<file path="src/rtl/pdom_pkg.sv">
package pdom_pkg;
  typedef enum logic [1:0] {
    STEP_PWR = 2'd0,
    STEP_RST = 2'd1,
    STEP_ISO = 2'd2
  } step_kind_e;

  typedef enum logic [1:0] {
    RCMD_NOP      = 2'd0,
    RCMD_CLR      = 2'd1,
    RCMD_SET      = 2'd2,
    RCMD_PULSE    = 2'd3
  } rcmd_e;

  localparam int A_CTRL   = 0;
  localparam int A_STATUS = 1;
  localparam int A_SETTLE = 2;
  localparam int A_PWR    = 3;
  localparam int A_ISO    = 4;
  localparam int A_SWRST  = 5;
  localparam int A_RCMD   = 6;
endpackage

</file>
<file path="src/rtl/pdom_sequencer.sv">
module pdom_sequencer
  import pdom_pkg::*;
#(
  parameter int NUM_DOM = 3,
  parameter int DOM_W   = 2,
  parameter int CNT_W   = 8,
  parameter int PWR_W   = 8,
  parameter int ISO_W   = 8,
  parameter int RST_W   = 32,
  parameter logic [NUM_DOM-1:0][PWR_W-1:0] PM = '0,
  parameter logic [NUM_DOM-1:0][ISO_W-1:0] IM = '0,
  parameter logic [NUM_DOM-1:0][RST_W-1:0] RM = '0,
  parameter logic [PWR_W-1:0] PWR_INIT = '1
) (
  input  logic             clk,
  input  logic             rst,
  input  logic             start,
  input  logic             start_up,
  input  logic [DOM_W-1:0] start_dom,
  input  logic [CNT_W-1:0] settle,
  output logic             busy,
  output logic             done,
  output logic             fire,
  output step_kind_e       kind,
  output logic             up,
  output logic [DOM_W-1:0] dom,
  output logic [NUM_DOM-1:0] dom_on
);
  localparam logic [1:0] LAST = 2'd3;

  logic             busy_q, done_q, up_q;
  logic [1:0]       step_q;
  logic [CNT_W-1:0] cnt_q;
  logic [DOM_W-1:0] dom_q;
  logic [NUM_DOM-1:0] on_q;
  logic             mask_nz;

  always_comb begin
    kind = step_kind_e'(up_q ? step_q : (2'd2 - step_q));
    case (kind)
      STEP_PWR: mask_nz = |PM[dom_q];
      STEP_RST: mask_nz = |RM[dom_q];
      STEP_ISO: mask_nz = |IM[dom_q];
      default:  mask_nz = 1'b0;
    endcase
  end

  assign fire   = busy_q && (cnt_q == '0) && (step_q != LAST) && mask_nz;
  assign busy   = busy_q;
  assign done   = done_q;
  assign up     = up_q;
  assign dom    = dom_q;
  assign dom_on = on_q;

  always_ff @(posedge clk) begin
    if (rst) begin
      busy_q <= 1'b0;
      done_q <= 1'b0;
      up_q   <= 1'b0;
      step_q <= '0;
      cnt_q  <= '0;
      dom_q  <= '0;
      for (int d = 0; d < NUM_DOM; d++) on_q[d] <= ~|(PWR_INIT & PM[d]);
    end else begin
      done_q <= 1'b0;
      if (!busy_q) begin
        if (start) begin
          busy_q <= 1'b1;
          step_q <= '0;
          cnt_q  <= '0;
          up_q   <= start_up;
          dom_q  <= start_dom;
        end
      end else if (cnt_q != '0) begin
        cnt_q <= cnt_q - 1'b1;
      end else if (step_q == LAST) begin
        busy_q      <= 1'b0;
        done_q      <= 1'b1;
        on_q[dom_q] <= up_q;
      end else begin
        step_q <= step_q + 1'b1;
        if (mask_nz) cnt_q <= settle;
      end
    end
  end
endmodule

</file>
<file path="src/rtl/pdom_rst_bank.sv">
module pdom_rst_bank
  import pdom_pkg::*;
#(
  parameter int RST_W = 32,
  parameter int IDX_W = 5,
  parameter logic [RST_W-1:0] RST_INIT = '1
) (
  input  logic             clk,
  input  logic             rst,
  input  logic             wr_en,
  input  logic [RST_W-1:0] wr_data,
  input  logic             cmd_en,
  input  rcmd_e            cmd_op,
  input  logic [IDX_W-1:0] cmd_idx,
  input  logic [RST_W-1:0] seq_clr,
  input  logic [RST_W-1:0] seq_set,
  output logic [RST_W-1:0] rst_n
);
  logic [RST_W-1:0] vec_q, pend_q, vec_d, pend_d, sel;

  always_comb begin
    sel    = '0;
    sel[cmd_idx] = 1'b1;
    pend_d = '0;
    vec_d  = (wr_en ? wr_data : vec_q) | pend_q;
    if (cmd_en) begin
      case (cmd_op)
        RCMD_CLR:   vec_d = vec_d & ~sel;
        RCMD_SET:   vec_d = vec_d | sel;
        RCMD_PULSE: begin
          vec_d  = vec_d & ~sel;
          pend_d = sel;
        end
        default: ;
      endcase
    end
    vec_d = (vec_d & ~seq_clr) | seq_set;
  end

  always_ff @(posedge clk) begin
    if (rst) begin
      vec_q  <= RST_INIT;
      pend_q <= '0;
    end else begin
      vec_q  <= vec_d;
      pend_q <= pend_d;
    end
  end

  assign rst_n = vec_q;
endmodule

</file>
<file path="src/rtl/pdom_seq.sv">
module pdom_seq
  import pdom_pkg::*;
#(
  parameter int NUM_DOM = 3,
  parameter int PWR_W   = 8,
  parameter int ISO_W   = 8,
  parameter int RST_W   = 32,
  parameter int CNT_W   = 8,
  parameter int DATA_W  = 32,
  parameter int ADDR_W  = 3,
  parameter logic [CNT_W-1:0] SETTLE_INIT = 4,
  parameter logic [PWR_W-1:0] PWR_INIT    = '1,
  parameter logic [ISO_W-1:0] ISO_INIT    = '0,
  parameter logic [RST_W-1:0] SWRST_INIT  = '1,
  parameter logic [NUM_DOM-1:0][PWR_W-1:0] PM = {8'h10, 8'h04, 8'h08},
  parameter logic [NUM_DOM-1:0][ISO_W-1:0] IM = {8'h00, 8'h02, 8'h01},
  parameter logic [NUM_DOM-1:0][RST_W-1:0] RM = {32'h0, 32'h0004_0000, 32'h0001_0000}
) (
  input  logic              clk,
  input  logic              rst,
  input  logic              bus_we,
  input  logic [ADDR_W-1:0] bus_addr,
  input  logic [DATA_W-1:0] bus_wdata,
  output logic [DATA_W-1:0] bus_rdata,
  output logic [PWR_W-1:0]  pwr_off,
  output logic [ISO_W-1:0]  iso_rel,
  output logic [RST_W-1:0]  rst_n,
  output logic              seq_busy,
  output logic              seq_done
);
  localparam int DOM_W = (NUM_DOM > 1) ? $clog2(NUM_DOM) : 1;
  localparam int IDX_W = (RST_W > 1) ? $clog2(RST_W) : 1;

  logic [PWR_W-1:0]   pwr_q;
  logic [ISO_W-1:0]   iso_q;
  logic [CNT_W-1:0]   settle_q;
  logic               err_q;
  logic               busy, fire, s_up;
  step_kind_e         s_kind;
  logic [DOM_W-1:0]   s_dom;
  logic [NUM_DOM-1:0] dom_on;
  logic               wr_ok, dom_ok, start;
  logic [RST_W-1:0]   seq_clr, seq_set;
  logic [DATA_W-1:0]  status;

  assign wr_ok  = bus_we && !busy;
  assign dom_ok = (bus_wdata[7:4] < 4'(NUM_DOM));
  assign start  = wr_ok && (bus_addr == ADDR_W'(A_CTRL)) && dom_ok;

  pdom_sequencer #(
    .NUM_DOM(NUM_DOM), .DOM_W(DOM_W), .CNT_W(CNT_W), .PWR_W(PWR_W),
    .ISO_W(ISO_W), .RST_W(RST_W), .PM(PM), .IM(IM), .RM(RM), .PWR_INIT(PWR_INIT)
  ) u_seq (
    .clk(clk), .rst(rst), .start(start), .start_up(bus_wdata[0]),
    .start_dom(bus_wdata[4 +: DOM_W]), .settle(settle_q), .busy(busy),
    .done(seq_done), .fire(fire), .kind(s_kind), .up(s_up), .dom(s_dom),
    .dom_on(dom_on)
  );

  assign seq_clr = (fire && s_kind == STEP_RST && !s_up) ? RM[s_dom] : '0;
  assign seq_set = (fire && s_kind == STEP_RST &&  s_up) ? RM[s_dom] : '0;

  pdom_rst_bank #(.RST_W(RST_W), .IDX_W(IDX_W), .RST_INIT(SWRST_INIT)) u_rst (
    .clk(clk), .rst(rst),
    .wr_en(wr_ok && bus_addr == ADDR_W'(A_SWRST)),
    .wr_data(bus_wdata[RST_W-1:0]),
    .cmd_en(wr_ok && bus_addr == ADDR_W'(A_RCMD)),
    .cmd_op(rcmd_e'(bus_wdata[9:8])),
    .cmd_idx(bus_wdata[IDX_W-1:0]),
    .seq_clr(seq_clr), .seq_set(seq_set), .rst_n(rst_n)
  );

  always_ff @(posedge clk) begin
    if (rst) begin
      pwr_q    <= PWR_INIT;
      iso_q    <= ISO_INIT;
      settle_q <= SETTLE_INIT;
      err_q    <= 1'b0;
    end else begin
      if (wr_ok && bus_addr == ADDR_W'(A_PWR))
        pwr_q <= bus_wdata[PWR_W-1:0];
      else if (fire && s_kind == STEP_PWR)
        pwr_q <= s_up ? (pwr_q & ~PM[s_dom]) : (pwr_q | PM[s_dom]);

      if (wr_ok && bus_addr == ADDR_W'(A_ISO))
        iso_q <= bus_wdata[ISO_W-1:0];
      else if (fire && s_kind == STEP_ISO)
        iso_q <= s_up ? (iso_q | IM[s_dom]) : (iso_q & ~IM[s_dom]);

      if (wr_ok && bus_addr == ADDR_W'(A_SETTLE))
        settle_q <= bus_wdata[CNT_W-1:0];

      if (bus_we && bus_addr == ADDR_W'(A_STATUS))
        err_q <= 1'b0;
      else if (bus_we && busy)
        err_q <= 1'b1;
      else if (bus_we && bus_addr == ADDR_W'(A_CTRL) && !dom_ok)
        err_q <= 1'b1;
    end
  end

  always_comb begin
    status = '0;
    status[0] = busy;
    status[2] = err_q;
    status[8 +: NUM_DOM] = dom_on;
  end

  always_ff @(posedge clk) begin
    if (rst) begin
      bus_rdata <= '0;
    end else begin
      case (int'(bus_addr))
        A_STATUS: bus_rdata <= status;
        A_SETTLE: bus_rdata <= DATA_W'(settle_q);
        A_PWR:    bus_rdata <= DATA_W'(pwr_q);
        A_ISO:    bus_rdata <= DATA_W'(iso_q);
        A_SWRST:  bus_rdata <= DATA_W'(rst_n);
        default:  bus_rdata <= '0;
      endcase
    end
  end

  assign pwr_off  = pwr_q;
  assign iso_rel  = iso_q;
  assign seq_busy = busy;
endmodule

</file>
<file path="config.mk">
export PLATFORM = sky130hd
export DESIGN_NAME = pdom_seq
export DESIGN_NICKNAME = d
export VERILOG_FILES = /design/src/rtl/pdom_pkg.sv /design/src/rtl/pdom_sequencer.sv /design/src/rtl/pdom_rst_bank.sv /design/src/rtl/pdom_seq.sv
export SDC_FILE = /design/constraint.sdc
export NUM_CORES = 1
export LEC_CHECK = 0
export BUFFER_PORTS_ARGS = -buffer_cell sky130_fd_sc_hd__clkbuf_2
export CORE_ASPECT_RATIO = 0.9
export CORE_MARGIN = 3
export CORE_UTILIZATION = 55
export DETAILED_ROUTE_END_ITERATION = 8
export PLACE_DENSITY = 0.9
export REMOVE_ABC_BUFFERS = 1
export SLEW_MARGIN = 25
export SYNTH_ARGS = -nofsm -noshare
export SYNTH_HDL_FRONTEND = slang
export SYNTH_SLANG_ARGS = --single-unit
</file>
<file path="constraint.sdc">
create_clock -name clk -period 2.8 [get_ports clk]
set_input_delay 0.7 -clock clk [delete_from_list [all_inputs] [get_ports clk]]
set_output_delay 0.7 -clock clk [all_outputs]
set_load 0.05 [all_outputs]
</file>
; Word level (Yosys, flattened, before mapping)
; Cells that the tools add are included.
[classes]
n_addsub = 3
multipliers = 0
div = 0
magnitude_cmp = 5
eq_ne = 17
shift = 0
muxes = 41
bitwise = 17
reduce_logical = 44
[ops]
columns = operator, n
row1 = $mux 32, 5
row2 = $pmux 32 s5, 1
row3 = $mux 8, 13
row4 = $or 32x32->32, 3
row5 = $and 32x32->32, 2
row6 = $bmux 32 s2, 1
row7 = $not 32->32, 2
row8 = $pmux 32 s2, 1
row9 = $bmux 8 s2, 2
row10 = $reduce_or 32->1, 1
row11 = $logic_and 1x1->1, 22
row12 = $and 8x8->8, 2
row13 = $not 8->8, 2
row14 = $or 8x8->8, 2
row15 = $reduce_or 8->1, 2
row16 = $mux 2, 5
row17 = $eq 3x3->1 const B, 3
row18 = $mux 1, 9
row19 = $reduce_and 3->1, 3
row20 = $eq 2x2->1 const B, 4
row21 = $logic_not 8->1, 1
row22 = $reduce_bool 2->1, 4
row23 = $reduce_bool 8->1, 1
row24 = $sub 8x1->8 const B, 1
row25 = other kinds (23), 35
[word_totals]
ff_bits = 139
latch_bits = 0
mem_bits_rw = 0
romBits = 0
input_bits = 38
output_inout_bits = 82
elab_cells = 141
mem_count = 0

; Depth between registers and ports, before layout
[depth]
word_depth = 11
mapped_depth = 8
depth_no_buf = 7

; By module
; A second synthesis with hierarchy kept.
[hier_totals]
cells_unflattened = 686
area_unflattened_um2 = 6257.3
[modules_own_cells]
columns = mod, n_inst, cells_per_inst, area_each_um2, seq_area_each_um2
row1 = pdom_rst_bank, 1, 309, 2805.2, 1281.2
row2 = pdom_seq, 1, 253, 2363.5, 1141.1
row3 = pdom_sequencer, 1, 124, 1088.5, 360.3

; Worst setup path after synthesis
; Ideal clock, no wire load.
[synth_path]
path_kind = input to register
startpoint = input port bus_we
endpoint = register u_rst.vec_q[12], in the netlist u_rst.rst_n[12]
setup_ps = 135
arrival_time_ps = 2135
t_required_ps = 2665
setup_slack_ps = 531
stages = 7
n_path_buf = 2
cell_sequence = and3b_1 > and2_1 > clkbuf_1 > buf_2 > mux2_2 > a2111oi_0 > a21oi_1
[synth_between]
elab_chain_cells = 9
word_cells_on_any_way = 11
cone_classes = mux (3) / bitwise (5) / reduce/logical (3)
[synth_rtl]
columns = element, line
row1 = start: declaration, pdom_seq.sv:21  ; input logic bus_we,
row2 = $logic_and 1x1->1 (*), pdom_seq.sv:46  ; assign wr_ok = bus_we && !busy;
row3 = $logic_and 1x1->1, pdom_seq.sv:65  ; .wr_en(wr_ok && bus_addr == ADDR_W'(A_SWRST)),
row4 = $mux 32, pdom_rst_bank.sv:25  ; vec_d = (wr_en ? wr_data : vec_q) | pend_q;
row5 = $or 32x32->32, pdom_rst_bank.sv:25
row6 = $and 32x32->32 / $or 32x32->32 (equally long branches), "pdom_rst_bank.sv:28, pdom_rst_bank.sv:31, pdom_rst_bank.sv:29"
row7 = $pmux 32 s2, pdom_rst_bank.sv:27  ; case (cmd_op)
row8 = $mux 32 (*), pdom_rst_bank.sv:26  ; if (cmd_en) begin
row9 = $and 32x32->32 (*), pdom_rst_bank.sv:37  ; vec_d = (vec_d & ~seq_clr) | seq_set;
row10 = $or 32x32->32 (*), pdom_rst_bank.sv:37
row11 = end signal: assignment, pdom_rst_bank.sv:45  ; vec_q <= vec_d;
row12 = end: declaration, pdom_rst_bank.sv:19  ; logic [RST_W-1:0] vec_q, pend_q, vec_d, pend_d, sel;
; Mark *: on every way between the ends. The rest lies on a longest branch, timed or not.
; A chain may end at the register's enable or synchronous reset.

; Worst setup path in the final report
[layout_path]
startpoint = input port bus_addr[0]
endpoint = register u_rst.vec_q[0], in the netlist u_rst.rst_n[0]
[layout_between]
elab_chain_cells = 9
word_cells_on_any_way = 12
cone_classes = eq/ne (2) / mux (3) / bitwise (5) / reduce/logical (2)
[layout_rtl]
columns = element, line
row1 = start: declaration, pdom_seq.sv:22  ; input logic [ADDR_W-1:0] bus_addr,
row2 = $eq 3x3->1, pdom_seq.sv:65
row3 = $logic_and 1x1->1, pdom_seq.sv:65
row4 = $mux 32, pdom_rst_bank.sv:25
row5 = $or 32x32->32, pdom_rst_bank.sv:25
row6 = $and 32x32->32 / $or 32x32->32 (equally long branches), "pdom_rst_bank.sv:28, pdom_rst_bank.sv:31, pdom_rst_bank.sv:29"
row7 = $pmux 32 s2, pdom_rst_bank.sv:27
row8 = $mux 32 (*), pdom_rst_bank.sv:26
row9 = $and 32x32->32 (*), pdom_rst_bank.sv:37
row10 = $or 32x32->32 (*), pdom_rst_bank.sv:37
; Marks and branches as above.

==> impl_metrics.xml <==
<?xml version="1.0" encoding="UTF-8"?>
<metrics>
  <group name="global_routing">
    <metric name="grt_pass1_wl" unit="um">28930</metric>
    <metric name="via_count_of_the_first_global_routing_pass" unit="">5644</metric>
    <metric name="grt_util_all_layers" unit="%">30.58</metric>
    <metric name="initial_antenna_violation_count" unit="">0</metric>
    <metric name="maximum_number_of_pins_on_one_net_before_global_route_repair" unit="">84</metric>
    <metric name="overflow" unit="">0</metric>
  </group>
  <group name="routing">
    <metric name="drtPass1Iterations" unit="">6</metric>
    <metric name="routed-via-count" unit="">5811</metric>
    <metric name="drtIter0Drc" unit="">631</metric>
    <metric name="route.detailed.vias_per_inst" unit="">6.316</metric>
    <metric name="totalWireLength" unit="um">18590</metric>
    <metric name="wl_per_cell" unit="um">20.20</metric>
    <metric name="ant_nets" unit="">0</metric>
    <metric name="drc" unit="">0</metric>
  </group>
  <group name="run">
    <metric name="count_of_maximum_capacitance_violations" unit="">0</metric>
  </group>
  <group name="die">
    <metric name="fp.coreArea" unit="um^2">10420</metric>
    <metric name="die_x" unit="um">116.0</metric>
    <metric name="chipHeight" unit="um">105.0</metric>
    <metric name="std_cell_rows" unit="">35</metric>
    <metric name="floorplan.die_area" unit="um^2">12180</metric>
    <metric name="io_pins" unit="">120</metric>
    <metric name="floorplan.initialDensity" unit="%">57.49</metric>
  </group>
  <group name="critical_path">
    <metric name="crit_required" unit="ns">3.08</metric>
    <metric name="path_class" unit="">input port to flop</metric>
    <metric name="worst_setup_path_end_kind" unit="">flop</metric>
    <metric name="slowest_cell_on_the_critical_path" unit="">sky130_fd_sc_hd__a2111oi_0</metric>
    <metric name="critical_path.cell_chain" unit="">clkbuf_2 -&gt; nor2b_1 -&gt; and2_2 -&gt; mux2_2 -&gt; a2111oi_0 -&gt; a21oi_1</metric>
    <metric name="crit_fanout" unit="">22</metric>
    <metric name="cp-start-kind" unit="">input port</metric>
    <metric name="worst_path_arrival" unit="ns">2.75</metric>
    <metric name="crit_path_max_incr_delay" unit="ns">0.63</metric>
  </group>
  <group name="synth">
    <metric name="ys_seq_elements" unit="">139</metric>
    <metric name="ys_types" unit="">56</metric>
    <metric name="yosysWarningCount" unit="">0</metric>
    <metric name="synth.cells.most_frequent" unit="">139 x sky130_fd_sc_hd__dfxtp_1, 74 x sky130_fd_sc_hd__nor2_1, 62 x sky130_fd_sc_hd__nand2_1</metric>
    <metric name="synth-main-ff-cell" unit="">sky130_fd_sc_hd__dfxtp_1</metric>
    <metric name="ys_async_rst_share" unit="%">0</metric>
    <metric name="synth.cell_area" unit="um^2">5992</metric>
    <metric name="synth.most_common_cell" unit="">sky130_fd_sc_hd__dfxtp_1</metric>
    <metric name="syn-mean-instance-area" unit="um^2">9.106</metric>
    <metric name="netlist.area_leader.share" unit="%">46.44</metric>
    <metric name="post-synth-top-area-cell" unit="">sky130_fd_sc_hd__dfxtp_1</metric>
    <metric name="synth_edf_count" unit="">0</metric>
    <metric name="synth-seq-area-share" unit="%">46.44</metric>
    <metric name="synth_area_leaders" unit="">sky130_fd_sc_hd__dfxtp_1 46%, sky130_fd_sc_hd__mux2i_1 6.7%, sky130_fd_sc_hd__nor2_1 4.6%</metric>
    <metric name="synthesis.instances" unit="">658</metric>
  </group>
  <group name="clock_network">
    <metric name="clock_tree.root_cell" unit="">sky130_fd_sc_hd__clkbuf_16</metric>
    <metric name="cts_made_buffers" unit="">17</metric>
    <metric name="numClockSinks" unit="">139</metric>
    <metric name="clock_tree_from_tritoncts" unit="">done</metric>
    <metric name="clock_latency_late_sink" unit="ns">0.42</metric>
    <metric name="cts_hold_buffers" unit="">0</metric>
    <metric name="cts.repair.resized" unit="">0</metric>
    <metric name="clock_tree.buffer_depth" unit="">2</metric>
    <metric name="ctsHtreeMaxLevel" unit="">4</metric>
    <metric name="path_clk_slew" unit="ns">0.06</metric>
    <metric name="cts_setup_buffers" unit="">0</metric>
  </group>
  <group name="hold_path">
    <metric name="hold_path.class" unit="">flop to flop</metric>
  </group>
  <group name="cells_and_area">
    <metric name="postLayoutCellArea" unit="um^2">7403</metric>
    <metric name="layout-drive-gt1-share" unit="%">26.04</metric>
    <metric name="layout.core_utilization" unit="%">71.03</metric>
    <metric name="area_of_combinational_cells_with_multiple_inputs" unit="um^2">2982</metric>
    <metric name="num-nets-final" unit="">821</metric>
    <metric name="fillerInstances" unit="">764</metric>
    <metric name="areaGrowthSynthToFinish" unit="%">23.55</metric>
    <metric name="antenna_cells" unit="">0</metric>
    <metric name="register_area" unit="um^2">2783</metric>
  </group>
  <group name="timing">
    <metric name="layout_worst_path_cycle_share" unit="%">88.24</metric>
    <metric name="maximum_clock_frequency" unit="MHz">404.7</metric>
    <metric name="clock_skew" unit="ns">0.009351</metric>
    <metric name="relSlewSlack" unit="%">45.84</metric>
    <metric name="grt_setup_unrepaired" unit="">false</metric>
    <metric name="max_slew_violation_total_from_the_final_report" unit="">0</metric>
    <metric name="transition_time_at_the_pin_with_the_least_slew_margin" unit="ns">0.8062</metric>
    <metric name="setup_viol" unit="">0</metric>
    <metric name="timing_hold_violations_final" unit="">0</metric>
    <metric name="timing.final.crit_period" unit="ns">2.471</metric>
  </group>
  <group name="place">
    <metric name="postPlaceCellArea" unit="um^2">6770</metric>
    <metric name="io_buffer_count" unit="">119</metric>
    <metric name="globalplace.congestion" unit="">0.9110</metric>
    <metric name="hpwl" unit="um">11980</metric>
  </group>
  <group name="power_and_ir_drop">
    <metric name="share_clk_of_total_power" unit="%">49.1</metric>
    <metric name="combinational_group_share_of_total_power" unit="%">9.3</metric>
    <metric name="pwr-share-seq" unit="%">41.6</metric>
    <metric name="power.ir.vdd_worst" unit="mV">0.4565</metric>
    <metric name="p_sw" unit="W">0.001199</metric>
    <metric name="power_per_cell_area" unit="nW/um^2">663.3</metric>
    <metric name="sw_frac_of_total" unit="%">24.42</metric>
    <metric name="cellLeakagePower" unit="nW">3.043</metric>
    <metric name="internal_power" unit="W">0.003711</metric>
  </group>
  <group name="outcome">
    <metric name="outcome" unit="">completed</metric>
  </group>
</metrics>
[layer usage]
metal / up-vias / GRT usage (%) / share of wire (%)
li1: 2590 / - / -
met1: 2747 / 39.04 / 38
met2: 396 / 48.56 / 47
met3: 78 / 7.296 / 11
met4: 0 / 14.08 / 3.8
met5: - / 0 / 0
[per-stage QoR]
step	hold WS (ns)	setup WS, ns	setup TNS [ns]	total power, W	cells
6_report	0.4699	0.3292	0	0.004911	920
5_1_grt	0.4721	0.2467	0	0.005014	920
4_1_cts	0.4740	0.4180	0	0.004896	920
3_5_place_dp	0.4621	0.1538	0	0.002523	889
3_3_place_gp	0.4510	0.3239	0	0.002509	889
2_1_floorplan	0.4389	-0.08562	-0.7736	0.002346	617
[final timing paths]
path / startpoint / end / slack [ns] / cells past startpoint
setup reg to reg: u_seq.busy / u_rst.rst_n[0] / 0.36 / 5
hold reg to reg: u_rst.pend_q[21] / u_rst.rst_n[21] / 0.47 / 1
setup / recovery: bus_addr[0] / u_rst.rst_n[0] / 0.33 / 6
hold / removal: u_rst.pend_q[21] / u_rst.rst_n[21] / 0.47 / 1
[layout make-up]
type	count	area share [%]
clock inverters	11	2.248
flip-flops and latches	139	37.59
inverters	15	0.7605
repair buffers	143	10.65
well taps	129	2.180
multi-input cells	463	40.27
clock buffers	20	6.304
[cell usage in the layout (no fill, tap or decap), drive strengths merged, types with 4 or more instances in the layout]
cell type	count
nor2b	14
nand3b	8
buf	24
o32a	11
a22oi	6
o21ai	10
nor3b	5
a211oi	11
inv	16
mux2	16
clkbuf	139
o22a	8
nand3	18
a2111oi	8
o21bai	7
nor2	75
nand2	62
mux2i	40
and3b	4
nand4	6
nor4	10
nand2b	13
a21oi	30
o31ai	4
nor3	18
o22ai	8
and2	24
bufinv	4
dfxtp	139
nand4b	4
ha	4
a211o	7
[cell families (layout without fill, tap and decap cells)]
| group | count (synthesis) | count (layout) | synth area share [%] |
|---|---|---|---|
| multiplexers | 56 | 56 | 9.689 |
| AND/OR/NAND/NOR | 274 | 274 | 23.41 |
| XOR/XNOR | 2 | 2 | 0.2924 |
| flip-flops | 139 | 139 | 46.44 |
| buffers and inverters | 56 | 189 | 3.905 |
| AO/OA/AOI/OAI | 127 | 127 | 15.43 |
| adder cells (fa/ha/maj) | 4 | 4 | 0.8353 |
[sequential cells by signal, summed over array words and instances, names as in the netlist, named ones only]
register and count:
pwr_off 5, u_rst.pend_q 32, iso_rel 6, settle_q 8
u_rst.rst_n 32, bus_rdata 32, u_seq.dom 2, u_seq.step_q 2
u_seq.up 1, u_seq.dom_on 3, u_seq.cnt_q 8, u_seq.busy 1
u_seq.done 1, err_q 1
[worst max-delay path: cells and delay by family]
family	cells	cell delay, ns
AND/OR/NAND/NOR	2	0.78
AO/OA/AOI/OAI	2	0.72
multiplexers	1	0.41
buffers and inverters	1	0.13
[power by group through the flow]
| stage | sequential, W | clock (W) | combinational [W] |
|---|---|---|---|
| floorplan | 0.00219 | 0 | 0.000156 |
| global placement | 0.00208 | 0 | 0.000428 |
| detailed placement | 0.00208 | 0 | 0.000439 |
| CTS | 0.00204 | 0.00241 | 0.000448 |
| global route | 0.00204 | 0.00249 | 0.000480 |
| finish | 0.00204 | 0.00241 | 0.000456 |
No activity file was read; power rests on OpenSTA's default activity.
